**config.mk**
```make
export PLATFORM = sky130hd
export DESIGN_NAME = mmu_regbank
export DESIGN_NICKNAME = d
export VERILOG_FILES = /design/src/rtl/mmu_regbank_pkg.sv /design/src/rtl/mmu_regbank_ctrl.sv /design/src/rtl/mmu_regbank_dp.sv /design/src/rtl/mmu_regbank.sv
export SDC_FILE = /design/constraint.sdc
export NUM_CORES = 1
export LEC_CHECK = 0
export CAP_MARGIN = 20
export CORE_MARGIN = 5
export CORE_UTILIZATION = 35
export CTS_BUF_LIST = sky130_fd_sc_hd__clkbuf_4
export CTS_CLUSTER_SIZE = 14
export DETAILED_ROUTE_END_ITERATION = 7
export PLACE_DENSITY = 0.73
export SYNTH_ARGS = -nofsm -noshare
export SYNTH_HDL_FRONTEND = slang
export SYNTH_SLANG_ARGS = --single-unit
```
**constraint.sdc**
```tcl
create_clock -name clk -period 2.5 [get_ports clk]
set_input_delay 0.5 -clock clk [delete_from_list [all_inputs] [get_ports clk]]
set_output_delay 0.5 -clock clk [all_outputs]
set_load 0.01 [all_outputs]
```
**src/rtl/mmu_regbank_pkg.sv**
```systemverilog
package mmu_regbank_pkg;
  localparam int unsigned DATA_W = 32;
  localparam int unsigned PTR_W  = DATA_W - 2;

  typedef enum logic [2:0] {
    SEL_CTRL   = 3'd0,
    SEL_CTXPTR = 3'd1,
    SEL_CTXNUM = 3'd2,
    SEL_FSTAT  = 3'd3,
    SEL_FADDR  = 3'd4
  } regSel_e;

  typedef struct packed {
    logic       wrCtrl;
    logic       wrPtr;
    logic       wrCtx;
    logic       statClear;
    logic [2:0] rdSel;
  } bankStrobes_t;
endpackage

```
**src/rtl/mmu_regbank_ctrl.sv**
```systemverilog
module mmu_regbank_ctrl
  import mmu_regbank_pkg::*;
(
  input  logic [2:0]   regSel,
  input  logic         wrEn,
  input  logic         rdEn,
  output bankStrobes_t strb
);
  always_comb begin
    strb.wrCtrl    = wrEn && (regSel == SEL_CTRL);
    strb.wrPtr     = wrEn && (regSel == SEL_CTXPTR);
    strb.wrCtx     = wrEn && (regSel == SEL_CTXNUM);
    strb.statClear = rdEn && (regSel == SEL_FSTAT);
    strb.rdSel     = regSel;
  end
endmodule

```
**src/rtl/mmu_regbank_dp.sv**
```systemverilog
module mmu_regbank_dp
  import mmu_regbank_pkg::*;
#(
  parameter int unsigned CTX_W     = 8,
  parameter int unsigned VIDX_W    = 20,
  parameter int unsigned EBE_W     = 8,
  parameter logic [3:0]  IMPL_CODE = 4'h3,
  parameter logic [3:0]  VER_CODE  = 4'h1
) (
  input  logic                    clk,
  input  logic                    rstN,
  input  bankStrobes_t            strb,
  input  logic [DATA_W-1:0]       wrData,
  input  logic                    faultValid,
  input  logic [2:0]              faultType,
  input  logic                    faultStore,
  input  logic                    faultInstr,
  input  logic                    faultSuper,
  input  logic [1:0]              faultLevel,
  input  logic [EBE_W-1:0]        faultBusErr,
  input  logic [VIDX_W-1:0]       faultAddr,
  output logic [DATA_W-1:0]       rdData,
  output logic                    mmuEnable,
  output logic                    noFault,
  output logic                    storeOrder,
  output logic [1:0]              pageSize,
  output logic                    tlbDisable,
  output logic                    tlbSeparate,
  output logic [PTR_W-1:0]        ctxTablePtr,
  output logic [CTX_W-1:0]        ctxNum,
  output logic [EBE_W+9:0]        faultStatQ,
  output logic [VIDX_W-1:0]       faultAddrQ
);
  localparam int unsigned FS_W = EBE_W + 10;

  logic [FS_W-1:0] newStat;
  logic [DATA_W-1:0] ctrlWord;

  always_ff @(posedge clk or negedge rstN) begin
    if (!rstN) begin
      mmuEnable   <= 1'b0;
      noFault     <= 1'b0;
      storeOrder  <= 1'b0;
      pageSize    <= 2'b00;
      tlbDisable  <= 1'b0;
      tlbSeparate <= 1'b0;
    end else if (strb.wrCtrl) begin
      mmuEnable   <= wrData[0];
      noFault     <= wrData[1];
      storeOrder  <= wrData[7];
      tlbSeparate <= wrData[14];
      tlbDisable  <= wrData[15];
      pageSize    <= wrData[17:16];
    end
  end

  always_ff @(posedge clk or negedge rstN) begin
    if (!rstN) begin
      ctxTablePtr <= '0;
    end else if (strb.wrPtr) begin
      ctxTablePtr <= wrData[DATA_W-1:2];
    end
  end

  always_ff @(posedge clk or negedge rstN) begin
    if (!rstN) begin
      ctxNum <= '0;
    end else if (strb.wrCtx) begin
      ctxNum <= wrData[CTX_W-1:0];
    end
  end

  always_comb begin
    newStat = {faultBusErr, faultLevel, faultStore, faultInstr, faultSuper,
               faultType, 1'b1, faultStatQ[1] & ~strb.statClear};
  end

  always_ff @(posedge clk or negedge rstN) begin
    if (!rstN) begin
      faultStatQ <= '0;
      faultAddrQ <= '0;
    end else if (faultValid) begin
      faultStatQ <= newStat;
      faultAddrQ <= faultAddr;
    end else if (strb.statClear) begin
      faultStatQ <= '0;
    end
  end

  always_comb begin
    ctrlWord = {IMPL_CODE, VER_CODE, 6'b0, pageSize, tlbDisable, tlbSeparate,
                6'b0, storeOrder, 5'b0, noFault, mmuEnable};
  end

  always_comb begin
    case (strb.rdSel)
      SEL_CTRL:   rdData = ctrlWord;
      SEL_CTXPTR: rdData = {ctxTablePtr, 2'b00};
      SEL_CTXNUM: rdData = DATA_W'(ctxNum);
      SEL_FSTAT:  rdData = DATA_W'(faultStatQ);
      SEL_FADDR:  rdData = DATA_W'(faultAddrQ);
      default:    rdData = '0;
    endcase
  end
endmodule

```
**src/rtl/mmu_regbank.sv**
```systemverilog
module mmu_regbank
  import mmu_regbank_pkg::*;
#(
  parameter int unsigned CTX_W     = 8,
  parameter int unsigned VIDX_W    = 20,
  parameter int unsigned EBE_W     = 8,
  parameter logic [3:0]  IMPL_CODE = 4'h3,
  parameter logic [3:0]  VER_CODE  = 4'h1
) (
  input  logic              clk,
  input  logic              rstN,
  input  logic [2:0]        regSel,
  input  logic              wrEn,
  input  logic              rdEn,
  input  logic [31:0]       wrData,
  output logic [31:0]       rdData,
  input  logic              faultValid,
  input  logic [2:0]        faultType,
  input  logic              faultStore,
  input  logic              faultInstr,
  input  logic              faultSuper,
  input  logic [1:0]        faultLevel,
  input  logic [EBE_W-1:0]  faultBusErr,
  input  logic [VIDX_W-1:0] faultAddr,
  output logic              mmuEnable,
  output logic              noFault,
  output logic              storeOrder,
  output logic [1:0]        pageSize,
  output logic              tlbDisable,
  output logic              tlbSeparate,
  output logic [29:0]       ctxTablePtr,
  output logic [CTX_W-1:0]  ctxNum
);
  bankStrobes_t      strb;
  logic [EBE_W+9:0]  faultStatQ;
  logic [VIDX_W-1:0] faultAddrQ;

  mmu_regbank_ctrl u_ctrl (
    .regSel (regSel),
    .wrEn   (wrEn),
    .rdEn   (rdEn),
    .strb   (strb)
  );

  mmu_regbank_dp #(
    .CTX_W     (CTX_W),
    .VIDX_W    (VIDX_W),
    .EBE_W     (EBE_W),
    .IMPL_CODE (IMPL_CODE),
    .VER_CODE  (VER_CODE)
  ) u_dp (
    .clk         (clk),
    .rstN        (rstN),
    .strb        (strb),
    .wrData      (wrData),
    .faultValid  (faultValid),
    .faultType   (faultType),
    .faultStore  (faultStore),
    .faultInstr  (faultInstr),
    .faultSuper  (faultSuper),
    .faultLevel  (faultLevel),
    .faultBusErr (faultBusErr),
    .faultAddr   (faultAddr),
    .rdData      (rdData),
    .mmuEnable   (mmuEnable),
    .noFault     (noFault),
    .storeOrder  (storeOrder),
    .pageSize    (pageSize),
    .tlbDisable  (tlbDisable),
    .tlbSeparate (tlbSeparate),
    .ctxTablePtr (ctxTablePtr),
    .ctxNum      (ctxNum),
    .faultStatQ  (faultStatQ),
    .faultAddrQ  (faultAddrQ)
  );
endmodule

```
## Yosys cells after proc, flatten, opt, wreduce, memory -nomap -nowiden

Index checks and enable logic that the tools add are counted.

| storage, ports and cells | value |
|---|---|
| flip-flop bits (word level) | 83 |
| bits of input ports | 76 |
| logic and storage cells | 25 |

| cells by class | value |
|---|---|
| equality and inequality tests | 4 |
| multiplexer cells | 3 |
| bitwise operators | 2 |
| reduce and logical (&&, ||, !) cells | 6 |

Operators by type and width:

| cell | number |
|---|---|
| 32-bit case mux with 5 select lines | 1 |
| 18-bit 2-to-1 mux | 2 |
| 3-bit by 2-bit == test with 1-bit output, second input constant | 2 |
| 1-bit logical AND | 4 |
| 3-bit by 1-bit == test with 1-bit output, second input constant | 1 |
| 3-bit == test, second input constant | 1 |
| 3-bit zero test | 1 |
| 2-bit nonzero test | 1 |
| 1-bit AND | 1 |
| 1-bit NOT | 1 |

## Depth between registers and ports, before layout

| depth | value |
|---|---|
| word-level depth | 5 |
| depth in mapped cells | 6 |
| depth with buffers taken out | 3 |

## Modules after synthesis

A second synthesis with hierarchy kept.

| second synthesis, totals | value |
|---|---|
| cells, all modules | 321 |
| area total of the unflattened synthesis | 3,916.3 µm² |

By module, submodules not included:

| module | instances | cells an instance | area an instance (µm²) | seq. area each (µm²) |
|---|---|---|---|---|
| mmu_regbank_dp | 1 | 314 | 3,842.4 | 2,077.0 |
| mmu_regbank_ctrl | 1 | 7 | 73.8 | 0.0 |

## Worst setup path after synthesis

No wires, ideal clock.

| timing path | value |
|---|---|
| kind | in2out |
| from | in regSel[0] |
| to | out rdData[7] |
| arrival time | 1.472 ns |
| required time | 2.000 ns |
| setup slack | 0.528 ns |
| stages | 5 |
| cell sequence | buf_2 nor2b_1 buf_2 a22oi_1 o21ai_0 |

| on the way | value |
|---|---|
| cells in the longest elaborated chain, start to end | 2 |
| elaborated cells on any way between the ends | 6 |
| classes of those cells | eq/ne: 4; mux: 1; reduce/logical: 1 |

Ends and longest elaborated chain:

| element | line | RTL |
|---|---|---|
| start, declared | mmu_regbank.sv:12 | `input logic [2:0] regSel,` |
| 3-bit == test, or another cell as far along | mmu_regbank_dp.sv:96 | `case (strb.rdSel)` |
| 32-bit case mux with 5 select lines * | mmu_regbank_dp.sv:96 |  |
| end, declared | mmu_regbank.sv:16 | `output logic [31:0] rdData,` |

Every way passes the cells marked *; elsewhere a longest branch is shown, timed or not.

## Worst setup path after layout

| timing path | value |
|---|---|
| from | in regSel[1] |
| to | out rdData[23] |

Same word-level chain as after synthesis.

==> insert_results.sql <==
INSERT INTO impl_metrics (metric_group, metric, value, unit) VALUES
('critical_path', 'required', '2.00', 'ns'),
('timing', 'min_period', '2.44', 'ns'),
('run', 'maxCapViolCount', '0', ''),
('logic_synthesis', 'postSynthNetCount', '361', ''),
('cells_and_area', 'final_core_util', '0.554', ''),
('critical_path', 'worst-path-buf-inv', '4', ''),
('floorplan', 'initial_utilization', '0.361', ''),
('critical_path', 'worstPathCellList', 'dlygate4sd2_1 > buf_4 > nor2_1 > buf_4 > and3_1 > clkdlybuf4s50_1', ''),
('floorplan', 'core_area', '10400', 'um^2'),
('cells_and_area', 'layout.nets', '530', ''),
('cts', 'max-clock-path-buffers', '2', ''),
('place', 'place.port_buffers', '152', ''),
('grt', 'grtUsageTotal', '0.171', ''),
('logic_synthesis', 'synth_seq_area_share', '0.555', ''),
('logic_synthesis', 'synth_flop_type', 'dfrtp_1', ''),
('cells_and_area', 'layout_commonest_cell', 'clkdlybuf4s50_1', ''),
('timing', 'timing.max_slew.rel_slack', '0.589', ''),
('cts', 'clk-insertion-delay-late', '0.39', 'ns'),
('timing', 'clock_skew', '0.00000153', 'ns'),
('routing', 'drt_pass1_iterations', '4', ''),
('logic_synthesis', 'distinct_cell_type_count_of_the_synthesized_netlist', '29', ''),
('logic_synthesis', 'synth_edf_count', '0', ''),
('routing', 'via_density_per_instance', '5.06', ''),
('cells_and_area', 'drive_gt1_frac', '0.268', ''),
('critical_path', 'timing.critical_path.slowest_cell_delay', '0.53', 'ns'),
('floorplan', 'die_area', '12900', 'um^2'),
('critical_path', 'critical_path.top_delay_family', 'buffers and inverters', ''),
('cts', 'post_cts_clock_slew_at_the_launch_and_capture_registers_of_the_worst_setup_and_hold_paths', '0.13', 'ns'),
('timing', 'grt_setup_unrepaired', 'false', ''),
('logic_synthesis', 'yosysWarnings', '0', ''),
('place', 'gpl.final_weighted_congestion', '0.773', ''),
('timing', 'finalSetupViolCount', '0', ''),
('hold_path', 'hold_path_class', 'in2async', ''),
('cells_and_area', 'multi_input_area', '1560', 'um^2'),
('cells_and_area', 'area.growth.synth_to_final', '53.5', '%'),
('routing', 'remaining_drc_errors', '0', ''),
('cells_and_area', 'seq_area', '2080', 'um^2'),
('critical_path', 'worst_setup_path_end_kind', 'primary output', ''),
('floorplan', 'floorplan.die.width', '113', 'um'),
('logic_synthesis', 'syn_area', '3740', 'um^2'),
('power_and_ir_drop', 'vdd_ir_drop_max', '0.379', 'mV'),
('cells_and_area', 'fillCellCount', '910', ''),
('critical_path', 'arrival', '1.94', 'ns'),
('cells_and_area', 'diodes', '0', ''),
('power_and_ir_drop', 'leakage', '0.00255', 'uW'),
('grt', 'overflow', '0', ''),
('cts', 'htree_levels', '3', ''),
('routing', 'vias', '3011', ''),
('cts', 'cts_num_sinks', '83', ''),
('routing', 'route.antenna.remaining_nets', '0', ''),
('timing', 'final.hold.worst_slack', '0.0762', 'ns'),
('timing', 'layout_worst_path_cycle_share', '0.974', ''),
('critical_path', 'cpMostUsedCell', 'buf_4', ''),
('place', 'dpl.hpwl', '8.13', 'mm'),
('logic_synthesis', 'synthArstFlopShare', '1.00', ''),
('critical_path', 'critical_path.max_fanout', '9', ''),
('power_and_ir_drop', 'pwr_density_cell', '640', 'nW/um^2'),
('status', 'run_status', 'finished, final reports clean', ''),
('cts', 'cts_hold_repair.buffers', '0', ''),
('cells_and_area', 'leading_cell_types_in_the_layout_fill_and_taps_excluded', '122 x clkdlybuf4s50_1, 83 x dfrtp_1, 66 x mux2_2', ''),
('timing', 'maxSlewViolCount', '0', ''),
('grt', 'grt_start_max_net_pins', '48', ''),
('grt', 'grt_first_pass_wirelength', '17.3', 'mm'),
('logic_synthesis', 'syn_area_per_cell', '13.1', 'um^2'),
('routing', 'drt_wl_total', '11.0', 'mm'),
('critical_path', 'setup.worst_path.class', 'in2out', ''),
('floorplan', 'std_cell_rows', '37', ''),
('timing', 'worst_slew_pin_slew', '0.616', 'ns'),
('timing', 'fmax', '410', 'MHz'),
('critical_path', 'setup.worst_path.start_class', 'input port', ''),
('timing', 'finalHoldViolations', '0', ''),
('logic_synthesis', 'total_of_flip_flops_plus_latches_after_synthesis', '83', ''),
('cts', 'cts_buffers', '9', ''),
('floorplan', 'die_height', '113', 'um'),
('logic_synthesis', 'gate_count_post_synth', '285', ''),
('routing', 'iteration_0_drc_count_of_the_detailed_router', '163', ''),
('cts', 'tritoncts_clock_tree', 'yes', ''),
('cts', 'cts-root-buf', 'clkbuf_4', ''),
('floorplan', 'floorplan.io_pins', '153', ''),
('grt', 'antenna_found_initial', '0', ''),
('critical_path', 'slowest_stage', 'clkdlybuf4s50_1', ''),
('routing', 'routed_wire_length_per_instance', '18.5', 'um'),
('grt', 'grt_pass1_vias', '3201', '');
-- what timing repair did --
item                                    CTS  global route
gates cloned                              2             0
gates resized for setup                  42             3
endpoints found under the setup margin   32             3
setup buffers                             1             0
-- routing by layer --
layer  up-vias  global-route usage  part of all wire  wire length [um]
met5         -                   0                 0                 0
met2        94               0.292              0.49              5380
met3        12              0.0477             0.066               722
met4         0              0.0433             0.012               136
li1       1394                   -                 -                 -
met1      1511               0.216              0.43              4770
-- layout make-up --
cell class                 instances  share of cell area
clock inverter                     4              0.0131
inverter                           4             0.00261
timing repair buffer             180               0.307
tap                              136              0.0296
multi-input combinational        176               0.271
sequential                        83               0.362
clock buffer                      12              0.0157
-- Yosys cell counts (5+ instances only) --
| master | instances | area share |
|---|---|---|
| dfrtp_1 | 83 | 0.55 |
| mux2_2 | 66 | 0.20 |
| a22oi_1 | 18 | 0.036 |
| a22o_1 | 16 | 0.037 |
| nand2_1 | 14 | 0.014 |
| buf_2 | 12 | 0.016 |
| o21ai_0 | 10 | 0.013 |
| and3_1 | 9 | 0.015 |
| mux2i_1 | 9 | 0.024 |
| o22ai_1 | 5 | 0.0084 |
-- kinds of logic (layout without fill, tap and decap cells) --
| kind of cell | count (synthesis) | in the layout | synth area share |
|---|---|---|---|
| compound gates | 58 | 58 | 0.114 |
| buf+inv | 26 | 200 | 0.0381 |
| simple gates | 43 | 43 | 0.0699 |
| mux | 75 | 75 | 0.223 |
| flops | 83 | 83 | 0.555 |
-- flip-flops by register name, summed over array words and instances (netlist names) --
register,cells
u_dp.ctxTablePtr,30
u_dp.faultAddrQ,20
u_dp.faultStatQ,18
u_dp.ctxNum,8
u_dp.pageSize,2
u_dp.mmuEnable,1
u_dp.noFault,1
u_dp.storeOrder,1
u_dp.tlbDisable,1
u_dp.tlbSeparate,1
-- power by group --
group	leakage (uW)	internal [uW]	switching, uW
registers	0.000989	1560	156
clock network	0.0000838	441	447
logic	0.00148	671	402
-- worst paths after layout --
check / from / end / slack [ns] / depth (start not counted)
min in group clk: u_dp.faultAddrQ[17] / u_dp.faultAddrQ[17] / 0.51 / 1
max in group asynchronous: rstN / u_dp.faultStatQ[15] / 1.77 / 2
max: regSel[1] / rdData[23] / 0.06 / 6
max reg2reg: u_dp.ctxTablePtr[13] / u_dp.ctxTablePtr[13] / 1.70 / 1
min: rstN / u_dp.tlbSeparate / 0.08 / 1
min reg2reg: u_dp.faultAddrQ[17] / u_dp.faultAddrQ[17] / 0.51 / 1
-- through the flow --
step           cells  instance area [um^2]  setup TNS, ns  setup slack (ns)  power (uW)
5_1_grt          595                  5740              0           0.00180        3860
2_1_floorplan    285                  3740              0             0.528        2150
3_3_place_gp     576                  5550          -8.02            -0.361        2810
6_report         595                  5740              0            0.0639        3680
3_5_place_dp     576                  5550          -8.03            -0.362        2850
4_1_cts          595                  5740              0            0.0552        3730
(Power assumes the default switching activity.)
